`config.mk`:
```
export PLATFORM = sky130hd
export DESIGN_NAME = sync_shift_port
export DESIGN_NICKNAME = d
export VERILOG_FILES = /design/src/rtl/ssp_pkg.sv /design/src/rtl/ssp_bit_timer.sv /design/src/rtl/ssp_shifter.sv /design/src/rtl/ssp_flag.sv /design/src/rtl/sync_shift_port.sv
export SDC_FILE = /design/constraint.sdc
export NUM_CORES = 1
export LEC_CHECK = 0
export ABC_CLOCK_PERIOD_IN_PS = 1600
export BUFFER_PORTS_ARGS = -buffer_cell sky130_fd_sc_hd__buf_2
export CORE_AREA = 2 2 62 64
export DETAILED_ROUTE_END_ITERATION = 8
export DIE_AREA = 0 0 64 66
export SLEW_MARGIN = 0
export SYNTH_ARGS = -nofsm -noshare
export SYNTH_HDL_FRONTEND = slang
export SYNTH_SLANG_ARGS = --single-unit
```
`constraint.sdc`:
```
create_clock -name clk_i -period 1.6 [get_ports clk_i]
set_input_delay 0.16 -clock clk_i [delete_from_list [all_inputs] [get_ports clk_i]]
set_output_delay 0.16 -clock clk_i [all_outputs]
set_load 0.02 [all_outputs]
```
`src/rtl/ssp_pkg.sv`:
```
package ssp_pkg;
  typedef enum logic [1:0] {
    ST_IDLE = 2'd0,
    ST_TX   = 2'd1,
    ST_RX   = 2'd2
  } ssp_state_e;
endpackage

```
`src/rtl/ssp_bit_timer.sv`:
```
module ssp_bit_timer #(
  parameter int DIV = 12
) (
  input  logic clk_i,
  input  logic rst_ni,
  input  logic run_i,
  output logic sample_o,
  output logic bit_end_o,
  output logic sclk_o
);
  localparam int CNT_W = (DIV > 2) ? $clog2(DIV) : 1;
  localparam int HALF  = DIV / 2;
  localparam logic [CNT_W-1:0] CNT_LAST = CNT_W'(DIV - 1);
  localparam logic [CNT_W-1:0] CNT_HALF = CNT_W'(HALF);
  localparam logic [CNT_W-1:0] CNT_SMP  = CNT_W'(HALF - 1);

  logic [CNT_W-1:0] cnt_q;

  always_ff @(posedge clk_i or negedge rst_ni) begin
    if (!rst_ni)                cnt_q <= '0;
    else if (!run_i)            cnt_q <= '0;
    else if (cnt_q == CNT_LAST) cnt_q <= '0;
    else                        cnt_q <= cnt_q + 1'b1;
  end

  // capture on the edge where the shift clock turns high
  assign sample_o  = run_i && (cnt_q == CNT_SMP);
  assign bit_end_o = run_i && (cnt_q == CNT_LAST);
  assign sclk_o    = !run_i || (cnt_q >= CNT_HALF);
endmodule

```
`src/rtl/ssp_shifter.sv`:
```
module ssp_shifter #(
  parameter int DATA_W = 8
) (
  input  logic              clk_i,
  input  logic              rst_ni,
  input  logic              load_i,
  input  logic [DATA_W-1:0] load_data_i,
  input  logic              shift_i,
  input  logic              fill_i,
  output logic [DATA_W-1:0] sh_o
);
  logic [DATA_W-1:0] sh_q;

  always_ff @(posedge clk_i or negedge rst_ni) begin
    if (!rst_ni)      sh_q <= '0;
    else if (load_i)  sh_q <= load_data_i;
    else if (shift_i) sh_q <= {fill_i, sh_q[DATA_W-1:1]};
  end

  assign sh_o = sh_q;
endmodule

```
`src/rtl/ssp_flag.sv`:
```
module ssp_flag (
  input  logic clk_i,
  input  logic rst_ni,
  input  logic set_i,
  input  logic clr_i,
  output logic flag_o,
  output logic irq_o
);
  logic flag_q, irq_q;

  always_ff @(posedge clk_i or negedge rst_ni) begin
    if (!rst_ni) begin
      flag_q <= 1'b0;
      irq_q  <= 1'b0;
    end else begin
      // set wins over clear
      flag_q <= set_i | (flag_q & ~clr_i);
      irq_q  <= set_i & ~flag_q;
    end
  end

  assign flag_o = flag_q;
  assign irq_o  = irq_q;
endmodule

```
`src/rtl/sync_shift_port.sv`:
```
module sync_shift_port
  import ssp_pkg::*;
#(
  parameter int DATA_W = 8,
  parameter int DIV    = 12
) (
  input  logic              clk_i,
  input  logic              rst_ni,
  input  logic              rx_en_i,
  input  logic              tx_wr_i,
  input  logic [DATA_W-1:0] tx_data_i,
  input  logic              rx_flag_clr_i,
  input  logic              tx_flag_clr_i,
  input  logic              data_i,
  output logic              data_o,
  output logic              data_oe_o,
  output logic              sclk_o,
  output logic [DATA_W-1:0] rx_data_o,
  output logic              rx_done_o,
  output logic              tx_done_o,
  output logic              rx_int_o,
  output logic              tx_int_o
);
  localparam int BIT_W = (DATA_W > 2) ? $clog2(DATA_W) : 1;
  localparam logic [BIT_W-1:0] BIT_LAST = BIT_W'(DATA_W - 1);

  ssp_state_e        state_q, state_d;
  logic [BIT_W-1:0]  bit_q;
  logic [DATA_W-1:0] sh, rx_data_q;
  logic              data_q, run, sample, bit_end, last_bit;
  logic              rx_go, tx_go, rx_set, tx_set, load, shift, fill;

  assign run      = (state_q != ST_IDLE);
  assign last_bit = (bit_q == BIT_LAST);
  assign rx_go    = rx_en_i && ((data_i && !data_q) || rx_flag_clr_i);
  assign tx_go    = !rx_en_i && tx_wr_i;

  always_comb begin
    state_d = state_q;
    rx_set  = 1'b0;
    tx_set  = 1'b0;
    unique case (state_q)
      ST_IDLE: begin
        if (tx_go)      state_d = ST_TX;
        else if (rx_go) state_d = ST_RX;
      end
      ST_TX: begin
        if (bit_end && last_bit) begin
          state_d = ST_IDLE;
          tx_set  = 1'b1;
        end
      end
      ST_RX: begin
        if (!rx_en_i) state_d = ST_IDLE;  // abort
        else if (bit_end && last_bit) begin
          state_d = ST_IDLE;
          rx_set  = 1'b1;
        end
      end
      default: state_d = ST_IDLE;
    endcase
  end

  always_ff @(posedge clk_i or negedge rst_ni) begin
    if (!rst_ni) begin
      state_q   <= ST_IDLE;
      bit_q     <= '0;
      data_q    <= 1'b1;
      rx_data_q <= '0;
    end else begin
      state_q <= state_d;
      data_q  <= data_i;
      if (!run)         bit_q <= '0;
      else if (bit_end) bit_q <= bit_q + 1'b1;
      if (rx_set)       rx_data_q <= sh;
    end
  end

  assign load  = (state_q == ST_IDLE) && tx_go;
  assign shift = ((state_q == ST_TX) && bit_end) || ((state_q == ST_RX) && sample);
  assign fill  = (state_q == ST_RX) ? data_i : 1'b1;

  ssp_bit_timer #(.DIV(DIV)) i_timer (
    .clk_i     (clk_i),
    .rst_ni    (rst_ni),
    .run_i     (run),
    .sample_o  (sample),
    .bit_end_o (bit_end),
    .sclk_o    (sclk_o)
  );

  ssp_shifter #(.DATA_W(DATA_W)) i_shifter (
    .clk_i       (clk_i),
    .rst_ni      (rst_ni),
    .load_i      (load),
    .load_data_i (tx_data_i),
    .shift_i     (shift),
    .fill_i      (fill),
    .sh_o        (sh)
  );

  ssp_flag i_rx_flag (
    .clk_i  (clk_i),
    .rst_ni (rst_ni),
    .set_i  (rx_set),
    .clr_i  (rx_flag_clr_i),
    .flag_o (rx_done_o),
    .irq_o  (rx_int_o)
  );

  ssp_flag i_tx_flag (
    .clk_i  (clk_i),
    .rst_ni (rst_ni),
    .set_i  (tx_set),
    .clr_i  (tx_flag_clr_i),
    .flag_o (tx_done_o),
    .irq_o  (tx_int_o)
  );

  assign data_o    = (state_q == ST_TX) ? sh[0] : 1'b1;
  assign data_oe_o = (state_q == ST_TX);
  assign rx_data_o = rx_data_q;
endmodule

```
-- Word level (Yosys, flattened, before mapping)
Cells that the tools add are included.
- register bits: 30
- input port bits: 15
- output and inout bits: 15
- word-level logic and storage cells: 65
- add/subtract/negate cells: 2
- $lt $le $gt $ge: 1
- eq/ne operators: 7
- multiplexer cells: 17
- bitwise gates (word level): 10
- reduce and logical (&&, ||, !) cells: 18
- operators by type and width (kind ; count):
    $mux W8 ; 2
    $logic_and A1 B1 Y1 ; 9
    $mux W2 ; 4
    $mux W4 ; 2
    $mux W1 ; 6
    $mux W3 ; 2
    $pmux W2 S3 ; 1
    $add A4 B1 Y4 const B ; 1
    $and A1 B1 Y1 ; 4
    $eq A4 B3 Y1 const B ; 1
    $eq A4 B4 Y1 const B ; 1
    $ge A4 B3 Y1 const B ; 1
    $not A1 Y1 ; 4
    $reduce_bool A2 Y1 ; 2
    $add A3 B1 Y3 const B ; 1
    $eq A3 B3 Y1 const B ; 1
    $logic_not A1 Y1 ; 3
    $logic_or A1 B1 Y1 ; 3
    $ne A3 B3 Y1 const B ; 1
    $eq A2 B1 Y1 const B ; 1
    $eq A2 B2 Y1 const B ; 1
    $logic_not A2 Y1 ; 1
    $ne A2 B2 Y1 const B ; 1
    $or A1 B1 Y1 ; 2

-- Longest topological paths before layout
Gate-level depths: netlist of run 1.
- word-level depth: 7
- depth in mapped cells: 6
- gate-level depth less buffers: 6

-- Modules after synthesis
A second synthesis of run 1 with hierarchy kept.
- cell total of the unflattened synthesis: 119
- area total of the unflattened synthesis: 1398.8 um^2
- by module, submodules not included (module ; times used ; cells an instance ; area an instance (um^2) ; seq. area each (um^2)):
    sync_shift_port ; 1 ; 49 ; 643.1 ; 351.6
    ssp_shifter ; 1 ; 34 ; 372.9 ; 200.2
    ssp_bit_timer ; 1 ; 26 ; 247.7 ; 100.1
    ssp_flag ; 2 ; 5 ; 67.6 ; 50.0

-- Least setup slack after synthesis of run 1
OpenSTA, ideal clock, no wires.
- kind: flip-flop to flip-flop
- start point: register i_timer.cnt_q[0]
- end point: register i_shifter.sh_q[7], in the netlist i_shifter.sh_o[7]
- setup time: 125 ps
- data arrival time: 1689 ps
- data required time: 1475 ps
- slack: -214 ps
- stages on the path, launching flop included: 7
- buffers on the path: 1
- clock period less this slack: 1814 ps
- path through: dfrtp_1 > ha_1 > and3b_1 > buf_6 > a32oi_4 > nand2_2 > mux2_4
- cells in the longest elaborated chain, start to end: 5
- elaborated cells on any way between the ends: 8
- classes of those cells: eq/ne (2); reduce/logical (6)
- ends and longest elaborated chain (what ; RTL line ; RTL):
    start: declaration ; ssp_bit_timer.sv:17 ; logic [CNT_W-1:0] cnt_q;
    start signal: assignment ; ssp_bit_timer.sv:23 ; else cnt_q <= cnt_q + 1'b1;
    $eq A4 B4 Y1 or $eq A4 B3 Y1 (tied branches) ; ssp_bit_timer.sv:28, ssp_bit_timer.sv:27 ;
    $logic_and A1 B1 Y1 (on tied branches) ; ssp_bit_timer.sv:28, ssp_bit_timer.sv:27 ;
    $logic_and A1 B1 Y1 ; sync_shift_port.sv:80 ; assign shift = ((state_q == ST_TX) && bit_end) || ((state_q == ST_RX) && sample);
    $logic_or A1 B1 Y1 (*) ; sync_shift_port.sv:80 ;
    $reduce_bool A2 Y1 (no line) (*) ; n/a ;
    end signal: assignment ; ssp_shifter.sv:16 ; else if (load_i) sh_q <= load_data_i;
    end signal: assignment ; ssp_shifter.sv:17 ; else if (shift_i) sh_q <= {fill_i, sh_q[DATA_W-1:1]};
    end: declaration ; ssp_shifter.sv:12 ; logic [DATA_W-1:0] sh_q;
Every way passes the cells marked *; elsewhere a longest branch is shown, timed or not.
A chain may end at the register's enable or synchronous reset.

-- Worst setup path after layout of run 1
- start point: register i_timer.cnt_q[0]
- end point: register rx_data_q[6], in the netlist rx_data_o[6]
- cells in the longest elaborated chain, start to end: 6
- ends and longest elaborated chain (what ; RTL line ; RTL):
    $eq A4 B4 Y1 ; ssp_bit_timer.sv:28 ; assign bit_end_o = run_i && (cnt_q == CNT_LAST);
    $logic_and A1 B1 Y1 ; ssp_bit_timer.sv:28 ;
    $logic_and A1 B1 Y1 ; sync_shift_port.sv:55 ; else if (bit_end && last_bit) begin
    $mux W1 ; sync_shift_port.sv:55 ;
    $mux W1 ; sync_shift_port.sv:54 ; if (!rx_en_i) state_d = ST_IDLE;
    $mux W1 ; sync_shift_port.sv:42 ; unique case (state_q)
    end signal: assignment ; sync_shift_port.sv:75 ; if (rx_set) rx_data_q <= sh;
    end: declaration ; sync_shift_port.sv:29 ; logic [DATA_W-1:0] sh, rx_data_q;
No other way between the ends.

==> flow_metrics.py, run 1 <==
metrics = {
    "logic_synthesis": {
        "synth_area_um2": 1389,
        "synth.avg_cell_area_um2": 11.57,
        "synth-seq-cells": 30,
        "async_flop_share": 1.000,
        "synthAdderAreaFrac": 0.04505,
        "ys_types": 33,
        "seq_area_frac_synth": 0.5414,
        "muxShareOfSynthArea": 0.1261,
        "synthSimpleGateAreaFrac": 0.1288,
        "synth_xor_area_frac": 0.01892,
        "synth_flop_cell": "dfrtp_1",
        "syn-num-nets": 140,
        "synth_top_family_by_area": "simple AND/OR/NAND/NOR gates",
        "synth_edf_count": 0,
        "yosysWarnings": 0,
        "syn-instance-count": 120,
        "synth_compound_area_frac": 0.09369,
    },
    "layout": {
        "finish.utilization": 0.5317,
        "syn2layout_area_growth_pct": 35.95,
        "nets": 193,
        "num_antenna_cells": 0,
        "drive_gt1_frac": 0.4540,
        "fin_cells": 222,
    },
    "sta": {
        "whs_ps": 8.092,
        "fmax_mhz": 589.2,
        "period_minus_slack_ps": 1697,
        "report.final.setup_viol": 11,
        "finalWorstSetupSlack_ps": -97.23,
        "min_period_over_period": 1.061,
        "final_max_slew_viol_count": 0,
        "rsz0062_at_grt": "yes",
        "relSlewSlack": 0.5519,
        "skew_ps": 10.53,
        "hold_violations": 0,
        "worst_slew_pin_slew_ps": 672.2,
        "tns_ps": -752.7,
    },
    "run": {
        "cap_violations": 0,
    },
    "drt": {
        "routedWlPerCell_um": 12.51,
        "dr.pass1.iters": 4,
        "drc": 0,
        "viasPerCell": 4.586,
        "drt_iter0_drc": 27,
        "ant_nets": 0,
        "routed_wl_um": 2777,
        "vias": 1018,
    },
    "critical_path": {
        "start_kind": "flop",
        "endpoint": "rx_data_o[6]$_DFFE_PN0P_",
        "reg2regPathDepth": 6,
        "worstSetupPathType": "flop to flop",
        "critPathCaptureType": "flop",
        "worstReg2RegStart": "i_timer.cnt_q[0]$_DFF_PN0_",
        "crit_start": "i_timer.cnt_q[0]$_DFF_PN0_",
        "reg2reg_to": "rx_data_o[6]$_DFFE_PN0P_",
        "critical_path_required_ps": 1800,
        "cp.arrival_ps": 1900,
        "critPathMaxFanout": 10,
        "r2r_slack_ps": -100,
    },
    "power_and_ir_drop": {
        "switching_share": 0.3475,
        "seqPwrFrac": 0.462,
        "p_switching_uw": 794.6,
        "p_comb_frac": 0.331,
        "vdd_drop_max_mv": 0.8479,
        "p_total_uw": 2287,
        "clockPowerShare": 0.207,
        "p_leak_uw": 0.0009976,
        "internal_power_uw": 1492,
        "power.density_nw_per_um2": 1211,
    },
    "floorplan": {
        "rows": 22,
        "die_y_um": 66,
        "core-area_um2": 3551,
        "ios": 30,
        "initial_core_util": 0.3911,
        "die_area_um2": 4224,
        "die_w_um": 64,
    },
    "grt": {
        "grt_use_met1": 0.1923,
        "grt_first_pass_wirelength_um": 4719,
        "met3_usage": 0.04940,
        "grt_pass1_vias": 999,
        "grt_max_degree": 31,
        "overflow": 0,
        "grtUsageMet2": 0.2305,
        "grt.busiest_layer": "met2",
        "grtUsageTotal": 0.1475,
        "antenna_found_initial": 0,
    },
    "placement": {
        "numPortBuffers": 29,
        "dp.cells": 209,
        "gp_congestion": 0.7680,
        "dp_hpwl_um": 2063,
    },
    "run_status": {
        "status": "complete, but fails checks",
        "failed_checks": "setup timing",
    },
    "clock_tree": {
        "cts_inserted_buffers": 5,
        "clkLatencyLatePin_ps": 320,
        "cts_sinks": 30,
        "clk_path_buf_depth": 2,
        "htree_levels": 2,
        "cts_tree": "yes",
        "clkTransAtPathRegs_ps": 100,
        "cts_root_buf": "clkbuf_4",
    },
    "hold_path": {
        "min_path_type": "primary input to flop",
    },
}
[power groups by stage]
stage                     logic (uW)  clock network [uW]  registers (uW)
after floorplan                  459                   0            1030
after global placement           709                   0            1040
after detailed placement         720                   0            1060
after CTS                        732                 499            1050
after global routing             847                 534            1080
final                            757                 473            1060
[worst max-delay path, cell delays in order (launching register included)]
cell      delay [ps]
dfrtp_1          390
ha_2             200
nand3b_1         120
nor3b_2          210
and3_4           220
buf_12           140
mux2_4           290
[state kept, by name, summed over array words and instances, names as in the netlist, 2 cells and up]
name	flops
i_shifter.sh_o	8
i_timer.cnt_q	4
bit_q	3
rx_data_o	8
state_q	2
[layout by cell type, fill, tap and decap left out, types with 2 or more instances in the layout]
cell | netlist | routed
o21ai_1 | 7 | 8
a21oi_1 | 3 | 3
o21ai_0 | 4 | 2
xnor2_1 | 3 | 3
nand2_1 | 13 | 13
buf_12 | 0 | 3
buf_4 | 1 | 16
ha_1 | 5 | 4
dfrtp_1 | 29 | 28
mux2_4 | 1 | 9
clkbuf_4 | 0 | 5
nand3_1 | 2 | 2
buf_2 | 0 | 29
dlygate4sd3_1 | 0 | 2
nor2_1 | 7 | 7
inv_1 | 8 | 8
mux2i_1 | 7 | 6
[Yosys cell counts (2+ instances only)]
library cell	count	area (um^2)
dfrtp_1	29	725.7
nand2_1	13	48.80
inv_1	8	30.03
mux2i_1	7	70.07
nor2_1	7	26.28
o21ai_1	7	35.03
ha_1	5	62.56
mux2_1	5	56.30
o21ai_0	4	20.02
a21oi_1	3	15.01
mux2_2	3	33.78
nor2b_1	3	18.77
xnor2_1	3	26.28
and3_1	2	12.51
buf_6	2	22.52
nand3_1	2	10.01
[area by class of cell]
class	instances	area (um^2)
clock buffer	6	51.30
clock inverter	2	12.51
fill	314	1663
inverter	8	30.03
multi-input combinational	78	635.6
sequential	30	753.2
tap	48	60.06
timing repair buffer	50	345.3
[through the flow]
| step | instance area [um^2] | setup WS, ps |
|---|---|---|
| floorplan | 1425 | -124.5 |
| global placement | 1750 | -68.43 |
| detailed placement | 1750 | -162.8 |
| CTS | 1858 | -101.3 |
| global route | 1888 | -163.0 |
| finish | 1888 | -97.23 |
[worst min-delay path by stage]
stage / start / end / slack (ps) / cells after the start
after global routing: tx_flag_clr_i / i_tx_flag.flag_o$_DFF_PN0_ / 3 / 2
after floorplan: rst_ni / bit_q[0]$_DFFE_PN0P_ / -140 / 0
after CTS: tx_flag_clr_i / i_tx_flag.flag_o$_DFF_PN0_ / 8 / 2
final: tx_flag_clr_i / i_tx_flag.flag_o$_DFF_PN0_ / 8 / 2
after global placement: rst_ni / i_rx_flag.irq_o$_DFF_PN0_ / 230 / 1
after detailed placement: rst_ni / i_timer.cnt_q[1]$_DFF_PN0_ / 240 / 1
[timing repair]
| action | CTS | global route |
|---|---|---|
| resized for setup | 3 | 9 |
| gates cloned | 0 | 0 |
| endpoints found under the setup margin | 16 | 19 |
| hold endpoints to repair | 30 | 0 |
| pin swaps | 3 | 0 |
| buffers inserted | 2 | 1 |
| hold buffers | 2 | 0 |
[logic make-up (layout without fill, tap and decap cells)]
family,after synthesis,in the layout
compound gates,19,19
xor+xnor,3,3
fa+ha+maj,5,5
buf+inv,12,66
flops,30,30
mux,16,16
simple gates,35,35
[per-layer routing]
metal  wire length, um  share of wire  vias up
met3               149          0.054        4
met1              1312           0.47      473
met5                 0              0        -
met2              1283           0.46       31
li1                  -              -      510
met4                31          0.011        0
Power figures use the tool's default switching activity.
==> inputs of run 2 (changes only) <==
ABC_CLOCK_PERIOD_IN_PS = 1750   (was 1600)
CORE_AREA = 2 2 55 57   (was 2 2 62 64)
DIE_AREA = 0 0 57 59   (was 0 0 64 66)
PLACE_DENSITY = 0.75   (was unset)
clock period = 1.75 ns   (was 1.6 ns; I/O delays follow)
==> flow_metrics.py, run 2 (same netlist as run 1, synthesis figures left out) <==
metrics = {
    "run_status": {
        "status": "completed",
    },
    "placement": {
        "gp_congestion": 0.7902,
        "dp_slack_ps": -34.52,
        "numPortBuffers": 29,
        "dp_hpwl_um": 2062,
        "place_area_um2": 1617,
    },
    "critical_path": {
        "worstSetupPathType": "flop to flop",
        "endpoint": "i_shifter.sh_o[7]$_DFFE_PN0P_",
        "critPathCaptureType": "flop",
        "reg2reg_to": "i_shifter.sh_o[7]$_DFFE_PN0P_",
        "worstReg2RegStart": "i_timer.cnt_q[0]$_DFF_PN0_",
        "reg2regPathDepth": 6,
        "critical_path_required_ps": 1950,
        "crit_start": "i_timer.cnt_q[0]$_DFF_PN0_",
        "r2r_slack_ps": 7,
        "cp.arrival_ps": 1940,
        "critPathMaxFanout": 3,
        "start_kind": "flop",
    },
    "clock_tree": {
        "cts_tree": "yes",
        "clkTransAtPathRegs_ps": 90,
        "cts_sinks": 30,
        "clkLatencyLatePin_ps": 310,
        "htree_levels": 2,
        "cts_inserted_buffers": 5,
        "clk_path_buf_depth": 2,
        "cts_root_buf": "clkbuf_4",
    },
    "drt": {
        "dr.pass1.iters": 4,
        "drc": 0,
        "routed_wl_um": 2857,
        "drt_iter0_drc": 28,
        "vias": 1033,
        "routedWlPerCell_um": 14.21,
        "ant_nets": 0,
        "viasPerCell": 5.139,
    },
    "grt": {
        "grtUsageTotal": 0.1875,
        "antenna_found_initial": 0,
        "grt_pass1_vias": 1033,
        "grt_max_degree": 31,
        "grt_first_pass_wirelength_um": 4726,
        "overflow": 0,
    },
    "sta": {
        "worst_slew_pin_slew_ps": 649.7,
        "period_minus_slack_ps": 1743,
        "report.final.setup_viol": 0,
        "rsz0062_at_grt": "yes",
        "relSlewSlack": 0.5668,
        "skew_ps": 7.171,
        "min_period_over_period": 0.9961,
        "finalWorstSetupSlack_ps": 6.754,
        "hold_violations": 0,
        "tns_ps": 0,
        "final_max_slew_viol_count": 0,
        "fmax_mhz": 573.6,
    },
    "power_and_ir_drop": {
        "p_leak_uw": 0.0009495,
        "vdd_drop_max_mv": 0.8278,
        "power.density_nw_per_um2": 1120,
        "p_total_uw": 2003,
    },
    "layout": {
        "final_cell_mix": "29 x dfrtp_1, 29 x buf_2, 13 x nand2_1, 11 x buf_4",
        "stdcell_area_um2": 1788,
        "drive_gt1_frac": 0.4059,
        "syn2layout_area_growth_pct": 28.74,
        "num_antenna_cells": 0,
        "nets": 189,
        "nFillCells": 225,
    },
    "floorplan": {
        "initial_core_util": 0.5125,
        "core-area_um2": 2710,
        "die_w_um": 57,
        "die_y_um": 59,
        "ios": 30,
        "rows": 19,
        "die_area_um2": 3363,
    },
    "hold_path": {
        "min_path_type": "primary input to flop",
    },
    "run": {
        "cap_violations": 0,
    },
}
==> run 2: cell count changes in the layout (fill, tap and decap cells not counted), sizes merged <==
cell      change
buf           -4
clkinvlp      -1
clkbuf        +2
clkinv        -1
==> run 2: layout make-up <==
| cell class | count | area [um^2] | area share |
|---|---|---|---|
| multi-input cells | 78 | 625.6 | 0.3499 |
| clock buffers | 8 | 48.80 | 0.02729 |
| well taps | 31 | 38.79 | 0.02169 |
| flip-flops and latches | 30 | 752.0 | 0.4206 |
| repair buffers | 46 | 292.8 | 0.1638 |
| inverters | 8 | 30.03 | 0.01680 |
==> run 2: through the flow <==
step / instances / hold WS [ps] / util
floorplan: 120 / -120.6 / -
global placement: 186 / 233.8 / 0.5965
detailed placement: 186 / 242.0 / 0.5965
CTS: 198 / 64.91 / 0.6339
global route: 201 / 62.80 / 0.6597
finish: 201 / 71.94 / 0.6597
==> run 2: how the worst min path moves through the flow <==
stage | startpoint | endpoint | slack, ps | cells after the start
after floorplan | rst_ni | bit_q[0]$_DFFE_PN0P_ | -120 | 0
after global placement | rst_ni | i_timer.cnt_q[3]$_DFF_PN0_ | 230 | 1
after detailed placement | rst_ni | bit_q[1]$_DFFE_PN0P_ | 240 | 1
after CTS | tx_data_i[1] | i_shifter.sh_o[1]$_DFFE_PN0P_ | 60 | 3
after global routing | tx_data_i[1] | i_shifter.sh_o[1]$_DFFE_PN0P_ | 60 | 3
final | tx_data_i[4] | i_shifter.sh_o[4]$_DFFE_PN0P_ | 70 | 3
==> run 2: what timing repair did <==
| item | CTS | global route |
|---|---|---|
| gates resized for setup | 3 | 16 |
| buffers inserted | 2 | 3 |
| endpoints found under the hold margin | 30 | 0 |
| pin swaps | 4 | 4 |
| setup endpoints to repair | 10 | 17 |
| hold buffers | 2 | 0 |
==> run 2: layer usage <==
layer | track usage | part of all wire
met2 | 0.3136 | 0.50
met3 | 0.04585 | 0.043
met4 | 0.07641 | 0.026
met1 | 0.2353 | 0.43
met5 | 0 | 0
==> run 2: critical path, cell delays in order (launching register included) <==
cell and delay, ps:
dfrtp_1 440, ha_4 180, and3b_2 230, a32oi_4 270
buf_4 170, nand2_2 50, mux2_4 290
==> run 2: power breakdown <==
group          total (uW)  internal [uW]  switching, uW
logic                 657            301            356
clock network         375            160            215
registers             971            834            137
total                2000           1290            708
